<file path="src/rtl/slot_rst_pkg.sv">
package slot_rst_pkg;

    typedef enum logic [1:0] {
        SEQ_NOPWR = 2'd0,
        SEQ_HOLD  = 2'd1,
        SEQ_RUN   = 2'd2
    } seq_state_e;

    // Microseconds to clock ticks, rounded up, never below one tick.
    function automatic int unsigned us_to_ticks(input int unsigned hz, input int unsigned us);
        longint unsigned t;
        t = (longint'(us) * longint'(hz) + 64'd999_999) / 64'd1_000_000;
        return (t == 64'd0) ? 32'd1 : t[31:0];
    endfunction

    function automatic int unsigned umax(input int unsigned a, input int unsigned b);
        return (a > b) ? a : b;
    endfunction

endpackage

</file>
<file path="src/rtl/rst_ival_timer.sv">
module rst_ival_timer #(
    parameter int unsigned W = 8
) (
    input  logic         clk,
    input  logic         rst_n,
    input  logic         clr,
    input  logic [W-1:0] limit,
    output logic         met
);
    logic [W-1:0] cnt_q;

    always_ff @(posedge clk or negedge rst_n) begin
        if (!rst_n) begin
            cnt_q <= '0;
        end else if (clr) begin
            cnt_q <= '0;
        end else if (cnt_q < limit) begin
            cnt_q <= cnt_q + 1'b1;
        end
    end

    assign met = (cnt_q >= limit);

endmodule

</file>
<file path="src/rtl/rst_seq_fsm.sv">
module rst_seq_fsm
    import slot_rst_pkg::*;
(
    input  logic clk,
    input  logic rst_n,
    input  logic pwr_good,
    input  logic warm_req,
    input  logic pwr_met,
    input  logic clk_met,
    input  logic hold_met,
    output logic release_q,
    output logic done_q,
    output logic warm_sel_q,
    output logic hold_clr
);
    seq_state_e state_q, state_n;

    always_comb begin
        state_n = state_q;
        if (!pwr_good) begin
            state_n = SEQ_NOPWR;
        end else begin
            unique case (state_q)
                SEQ_NOPWR: state_n = SEQ_HOLD;
                SEQ_HOLD: begin
                    if (!warm_req && pwr_met && clk_met && hold_met) begin
                        state_n = SEQ_RUN;
                    end
                end
                SEQ_RUN: begin
                    if (warm_req) begin
                        state_n = SEQ_HOLD;
                    end
                end
                default: state_n = SEQ_NOPWR;
            endcase
        end
    end

    assign hold_clr = (state_q != SEQ_HOLD) || warm_req;

    always_ff @(posedge clk or negedge rst_n) begin
        if (!rst_n) begin
            state_q <= SEQ_NOPWR;
        end else begin
            state_q <= state_n;
        end
    end

    always_ff @(posedge clk or negedge rst_n) begin
        if (!rst_n) begin
            release_q  <= 1'b0;
            done_q     <= 1'b0;
            warm_sel_q <= 1'b0;
        end else begin
            release_q <= (state_n == SEQ_RUN);
            done_q    <= (state_q == SEQ_HOLD) && (state_n == SEQ_RUN);
            if (state_q == SEQ_NOPWR) begin
                warm_sel_q <= 1'b0;
            end else if (pwr_good && warm_req) begin
                warm_sel_q <= 1'b1;
            end
        end
    end

    // a power loss always lands in wait-for-power
    a_r5_pwr_loss_to_wait: assert property (@(posedge clk) disable iff (!rst_n)
        !pwr_good |=> (state_q == SEQ_NOPWR));

    // no release while waiting for power
    a_r1_nopwr_held: assert property (@(posedge clk) disable iff (!rst_n)
        (state_q == SEQ_NOPWR) |-> !release_q);

    // a warm request while running withdraws the release
    a_r6_warm_reasserts: assert property (@(posedge clk) disable iff (!rst_n)
        (state_q == SEQ_RUN && warm_req) |=> !release_q);

    // a warm request during a hold keeps the line held
    a_r7_warm_extends: assert property (@(posedge clk) disable iff (!rst_n)
        (state_q == SEQ_HOLD && warm_req) |=> !release_q);

    // done never lasts two cycles
    a_r8_done_single: assert property (@(posedge clk) disable iff (!rst_n)
        done_q |=> !done_q);

endmodule

</file>
<file path="src/rtl/slot_rst_seq.sv">
module slot_rst_seq
    import slot_rst_pkg::*;
#(
    parameter int unsigned CLK_HZ        = 125_000_000,
    parameter int unsigned PWR_STABLE_US = 100_000,
    parameter int unsigned CLK_STABLE_US = 100,
    parameter int unsigned MIN_ASSERT_US = 100,
    parameter int unsigned WARM_HOLD_US  = 10_000
) (
    input  logic clk,
    input  logic rst_n,
    input  logic pwr_good,
    input  logic refclk_stable,
    input  logic warm_req,
    output logic card_rst_n,
    output logic seq_done
);
    localparam int unsigned PWR_T  = us_to_ticks(CLK_HZ, PWR_STABLE_US);
    localparam int unsigned CLK_T  = us_to_ticks(CLK_HZ, CLK_STABLE_US);
    localparam int unsigned MIN_T  = us_to_ticks(CLK_HZ, MIN_ASSERT_US);
    localparam int unsigned WARM_T = umax(MIN_T, us_to_ticks(CLK_HZ, WARM_HOLD_US));
    localparam int unsigned TMAX   = umax(umax(PWR_T, CLK_T), WARM_T);
    localparam int unsigned CW     = $clog2(TMAX + 1);

    logic          pwr_met, clk_met, hold_met;
    logic          release_q, warm_sel_q, hold_clr;
    logic [CW-1:0] hold_limit;

    rst_ival_timer #(.W(CW)) u_pwr_tmr (
        .clk   (clk),
        .rst_n (rst_n),
        .clr   (!pwr_good),
        .limit (CW'(PWR_T)),
        .met   (pwr_met)
    );

    rst_ival_timer #(.W(CW)) u_clk_tmr (
        .clk   (clk),
        .rst_n (rst_n),
        .clr   (!refclk_stable),
        .limit (CW'(CLK_T)),
        .met   (clk_met)
    );

    assign hold_limit = warm_sel_q ? CW'(WARM_T) : CW'(MIN_T);

    rst_ival_timer #(.W(CW)) u_hold_tmr (
        .clk   (clk),
        .rst_n (rst_n),
        .clr   (hold_clr),
        .limit (hold_limit),
        .met   (hold_met)
    );

    rst_seq_fsm u_fsm (
        .clk        (clk),
        .rst_n      (rst_n),
        .pwr_good   (pwr_good),
        .warm_req   (warm_req),
        .pwr_met    (pwr_met),
        .clk_met    (clk_met),
        .hold_met   (hold_met),
        .release_q  (release_q),
        .done_q     (done_q_w),
        .warm_sel_q (warm_sel_q),
        .hold_clr   (hold_clr)
    );

    logic done_q_w;

    // fast path, no clock edge between power loss and reset
    assign card_rst_n = pwr_good & release_q;
    assign seq_done   = done_q_w;

    // power timer satisfied before every release
    a_r2_pwr_before_release: assert property (@(posedge clk) disable iff (!rst_n)
        $rose(card_rst_n) |-> $past(pwr_met));

    // clock timer satisfied before every release
    a_r3_clk_before_release: assert property (@(posedge clk) disable iff (!rst_n)
        $rose(card_rst_n) |-> $past(clk_met));

    // hold timer satisfied before every release
    a_r4_hold_before_release: assert property (@(posedge clk) disable iff (!rst_n)
        $rose(card_rst_n) |-> $past(hold_met));

endmodule

</file>
<file path="config.mk">
export PLATFORM = sky130hd
export DESIGN_NAME = slot_rst_seq
export DESIGN_NICKNAME = d
export VERILOG_FILES = /design/src/rtl/slot_rst_pkg.sv /design/src/rtl/rst_ival_timer.sv /design/src/rtl/rst_seq_fsm.sv /design/src/rtl/slot_rst_seq.sv
export SDC_FILE = /design/constraint.sdc
export NUM_CORES = 1
export LEC_CHECK = 0
export BUFFER_PORTS_ARGS = -buffer_cell sky130_fd_sc_hd__buf_4
export CELL_PAD_IN_SITES_DETAIL_PLACEMENT = 0
export CELL_PAD_IN_SITES_GLOBAL_PLACEMENT = 1
export CORE_UTILIZATION = 44
export CTS_BUF_LIST = sky130_fd_sc_hd__clkbuf_8 sky130_fd_sc_hd__clkbuf_16
export DETAILED_ROUTE_END_ITERATION = 16
export MAX_ROUTING_LAYER = met4
export PLACE_DENSITY_LB_ADDON = 0.1
export SLEW_MARGIN = 20
export SYNTH_ARGS = -nofsm -noshare
export SYNTH_HDL_FRONTEND = slang
export SYNTH_SLANG_ARGS = --single-unit
</file>
<file path="constraint.sdc">
create_clock -name clk -period 4.18 [get_ports clk]
set_input_delay 1.045 -clock clk [delete_from_list [all_inputs] [get_ports clk]]
set_output_delay 1.045 -clock clk [all_outputs]
set_load 0.01 [all_outputs]
</file>
# == Yosys cells after proc, flatten, opt, wreduce, memory -nomap -nowiden ==
# Index checks and enable logic that the tools add are counted.
# word_totals
inputBits,5
regBits,77
wordCells,46
# op_classes
addsub,3
n_eq_ne,6
magnitude_cmp,6
n_bitwise,1
n_reduce_logical,10
mux,13
# op_table
op,count
$mux 24,6
$add 24x1->24 const B,3
$ge 24x14->1 const B,1
$ge 24x21->1,1
$ge 24x24->1 const B,1
$lt 24x14->1 const B,1
$lt 24x21->1,1
$lt 24x24->1 const B,1
$mux 21,1
$mux 2,3
$ne 2x1->1 const B,3
$pmux 2 s3,1
$logic_and 1x1->1,5
$eq 2x2->1 const B,2
$reduce_bool 2->1,2
$eq 2x1->1 const B,1
$logic_not 2->1,1
$mux 1,2
$and 1x1->1,1
$logic_not 1->1,1
$logic_or 1x1->1,1

# == Longest topological paths before layout ==
# depth
depth_word,9
depth_mapped,9
depth_no_buf,8

# == Cells and area by module ==
# From an unflattened synthesis, not the netlist that was laid out.
# unflattened
cells_unflattened,725
hier_area_um2,6185.9
# by_module_without_submodules
module,area_per_inst_um2,instances,seq_area_each_um2,cells_per_inst
rst_ival_timer at u_clk_tmr ...,1958.1,2,600.6,228
rst_ival_timer at u_hold_tmr,2018.2,1,600.6,244
rst_seq_fsm,226.5,1,125.1,19
slot_rst_seq,25.0,1,0.0,6

# == Worst setup path before layout ==
# No wires, ideal clock.
# synth_path
kind,input to output
startpoint,input pwr_good
endpoint,output card_rst_n
required_time_ns,3.135
t_arrival_ns,1.745
cell_stages,3
path_slack_ns,1.390
path_cell_list,clkbuf_1 -> clkbuf_1 -> and2_1
# synth_via
elab_chain_cells,1
# synth_rtl
element,line,rtl
start: declaration,slot_rst_seq.sv:12,"input logic pwr_good,"
$and 1x1->1,slot_rst_seq.sv:72,assign card_rst_n = pwr_good & release_q;
end: declaration,slot_rst_seq.sv:15,"output logic card_rst_n,"
# Every way passes these cells.

# == Worst setup path after layout ==
# layout_path
startpoint,register u_fsm.warm_sel_q
endpoint,register u_hold_tmr.cnt_q[12]
# layout_via
elab_chain_cells,3
# layout_rtl
element,line,rtl
start: declaration,rst_seq_fsm.sv:13,"output logic warm_sel_q,"
start signal: assignment,rst_seq_fsm.sv:54,warm_sel_q <= 1'b0;
start signal: assignment,rst_seq_fsm.sv:59,warm_sel_q <= 1'b0;
start signal: assignment,rst_seq_fsm.sv:61,warm_sel_q <= 1'b1;
$mux 21,slot_rst_seq.sv:45,assign hold_limit = warm_sel_q ? CW'(WARM_T) : CW'(MIN_T);
$lt 24x21->1,rst_ival_timer.sv:17,end else if (cnt_q < limit) begin
$reduce_bool 2->1 (no source line),--,
end signal: assignment,rst_ival_timer.sv:18,cnt_q <= cnt_q + 1'b1;
end: declaration,rst_ival_timer.sv:10,logic [W-1:0] cnt_q;
# Every way passes these cells.
# A chain may end at the register's enable or synchronous reset.

==> qor.yml <==
status: "complete, no violations"
netlist_area_sq_um: 4210
cts_hold_buffers: 0
switching_share_pct: 24.4
synth_edf_count: 0
numCtsBuffers: 9
arrival_ns: 3.22
crit_cells: 8
p_leak_uw: 0.00201
ys_warn_count: 0
regToRegSetupSlack_ns: 1.19
path_buf_inv: 1
comb_power_share_pct: 4.6
maxSlewHeadroom_pct: 40.7
num_vias: 3208
critPathMaxStageDelay_ns: 0.60
avgRoutedWirePerCell_um: 14.8
rr_startpoint: "u_fsm.warm_sel_q$_DFFE_PN0P_"
tns_ns: 0
die_y_um: 99.8
clockPowerShare_pct: 40.5
r2r_end: "u_hold_tmr.cnt_q[12]$_DFFE_PN0P_"
port_buffers: 6
p_sw_uw: 337
htreeDepth: 3
dp_hpwl_um: 5630
maxCapViolations: 0
area_growth_pct: 7.94
final_cells: 580
routed_via_density: 5.53
start_util_pct: 45.5
gr-total-overflow: 0
crit_fanout: 18
grtUsageTotal_pct: 19.7
syn-num-nets: 462
peakVddDrop_v: 0.000127
clock-sinks: 77
io_pins: 7
p_per_area_nw_per_um2: 304
seq_power_share_pct: 54.9
skew_ns: 0.0131
die_area_sq_um: 9960
antenna_found_initial: 0
cts_root_buf: "clkbuf_8"
crit_path_end_kind: "flop"
setup_violations: 0
async_reset_ff_share_pct: 100
clock_latency_ns: 0.35
path_class: "reg -> reg"
dp_cells: 564
cp-endpoint: "u_hold_tmr.cnt_q[12]$_DFFE_PN0P_"
grt_max_degree: 78
gp_congestion: 0.789
antennaDiodeCount: 0
grt_pass1_vias: 3173
ys.flop_type: "dfrtp_1"
drv_slew: 0
worstPathCellList: "inv_1, ha_1, a211o_1, o21ai_0, o2111ai_2, nor3_1, a21oi_1, a31o_2"
worstSetupStartpoint: "u_fsm.warm_sel_q$_DFFE_PN0P_"
start_kind: "flop"
rows: 35
finalCritPeriodShare_pct: 71.4
cp_top_family: "compound AO/OA/AOI/OAI gates"
final.min_clock_period_ns: 2.99
hp-class: "reg -> reg"
avgSynthCellArea_sq_um: 9.45
internal-power_uw: 1040
drive_gt1_share_pct: 7.76
core_region_area_sq_um: 9240
cts_setup_buffers: 0
die_w_um: 99.8
reg2reg_depth: 8
seq_area_frac_synth_pct: 45.8
drc_errors: 0
slowest_stage: "nor3_1"
clk_pin_slew_worst_paths_ns: 0.09
max_freq_mhz: 335
synthDistinctLibCells: 53
clock_path_buffers: 2
crit_required_ns: 4.41
cts_tree: "built"
grt_pass1_wl_um: 15100
synth_cells: 445
routed_wirelength_um: 8560
initialDrtViolationCount: 138
rsz0062_at_grt: "no"
first_pass_iters: 4
detail-route-antenna-nets: 0
hold_viol: 0
ctsResizeCount: 0
finalNetCount: 463
worst_pin_slew_ns: 0.889
synth.ff_latch_count: 77
-- worst min-delay path: stages (launching register included) --
cell and delay (ns):
dfrtp_1 0.35, nand2_1 0.05, nand2_1 0.06
-- layout by cell type (no fill, tap or decap), drive strengths merged, types with 7 or more instances in the layout --
cell	count
nand2b	13
inv	22
ha	12
nand2	43
nor2	46
nor4	12
o21ai	7
xnor2	25
buf	7
nand3	19
dfrtp	77
nor3	20
nand4	18
and2	26
mux2i	9
a21oi	16
clkbuf	9
-- cells by family after synthesis --
| logic type | share of synthesized area [%] |
|---|---|
| AOI/OAI and AO/OA | 11.9 |
| xor gates and xnor gates | 6.25 |
| adders and majority gates | 3.57 |
| buffers and inverters | 3.48 |
| DFF | 45.8 |
| muxes | 2.14 |
| and+or+nand+nor | 26.9 |
-- sequential cells by signal (all words and copies together), names as in the netlist --
signal / cells
u_clk_tmr.cnt_q: 24
u_pwr_tmr.cnt_q: 24
u_fsm.release_q: 1
u_fsm.warm_sel_q: 1
u_fsm.state_q: 2
u_fsm.done_q: 1
u_hold_tmr.cnt_q: 24
-- cell type report --
class	instances	area (sq um)
Fill cell	887	4700
Multi-Input combinational cell	332	2130
Sequential cell	77	1930
Tap cell	129	161
Clock buffer	9	124
Inverter	19	71.3
Clock inverter	7	67.6
Timing Repair Buffer	7	56.3
-- worst min path at each step --
stage	startpoint	to	slack, ns	cells past startpoint
floorplan	u_hold_tmr.cnt_q[21]$_DFFE_PN0P_	u_hold_tmr.cnt_q[21]$_DFFE_PN0P_	0.45	2
global placement	u_hold_tmr.cnt_q[21]$_DFFE_PN0P_	u_hold_tmr.cnt_q[21]$_DFFE_PN0P_	0.47	2
detailed placement	u_hold_tmr.cnt_q[21]$_DFFE_PN0P_	u_hold_tmr.cnt_q[21]$_DFFE_PN0P_	0.47	2
CTS	u_hold_tmr.cnt_q[21]$_DFFE_PN0P_	u_hold_tmr.cnt_q[21]$_DFFE_PN0P_	0.49	2
global route	u_hold_tmr.cnt_q[21]$_DFFE_PN0P_	u_hold_tmr.cnt_q[21]$_DFFE_PN0P_	0.50	2
finish	u_hold_tmr.cnt_q[21]$_DFFE_PN0P_	u_hold_tmr.cnt_q[21]$_DFFE_PN0P_	0.49	2
-- power groups by stage --
stage / logic, uW / clock network, uW / registers (uW)
floorplan: 37.7 / 0 / 771
global placement: 63.8 / 0 / 773
detailed placement: 65.3 / 0 / 773
CTS: 65.4 / 583 / 758
global route: 75.1 / 615 / 760
finish: 63.1 / 559 / 758
-- Yosys cell counts (all sizes together), types with 2 or more instances --
master	instances	area, sq um
nand4	18	125
o21a	6	45.0
nor3	20	100
xor2	5	43.8
clkbuf	13	48.8
o311ai	2	17.5
or4	3	22.5
or3	2	12.5
a31o	5	43.8
o21ai	7	35.0
nand2b	13	81.3
buf	4	26.3
a41o	2	20.0
o211ai	2	15.0
dfrtp	77	1930
o31ai	5	51.3
nand4b	2	17.5
nor2	46	175
a211o	2	17.5
nand3	19	95.1
mux2i	9	90.1
and2	26	163
nor4	12	87.6
nand2	43	161
xnor2	25	219
and4	2	17.5
a21oi	16	80.1
a21boi	6	45.0
and3	6	37.5
ha	12	150
a2111oi	2	23.8
inv	19	71.3
-- per-stage QoR --
step	utilization [%]	worst slack, ns	area (sq um)	hold slack [ns]	power [uW]
floorplan	-	1.39	4210	0.447	809
global placement	47.0	1.38	4350	0.469	836
detailed placement	47.0	1.26	4350	0.470	838
CTS	49.1	1.24	4540	0.493	1410
global route	49.1	0.972	4540	0.505	1450
finish	49.1	1.19	4540	0.488	1380
-- metal layers --
| layer | wire length [um] | GRT usage (%) | vias to the layer above |
|---|---|---|---|
| met3 | 212 | 2.92 | 15 |
| met2 | 4080 | 31.5 | 38 |
| li1 | - | - | 1575 |
| met4 | 134 | 7.13 | 0 |
| met5 | 0 | - | - |
| met1 | 4130 | 25.6 | 1580 |
No activity file was read; power rests on OpenSTA's default activity.
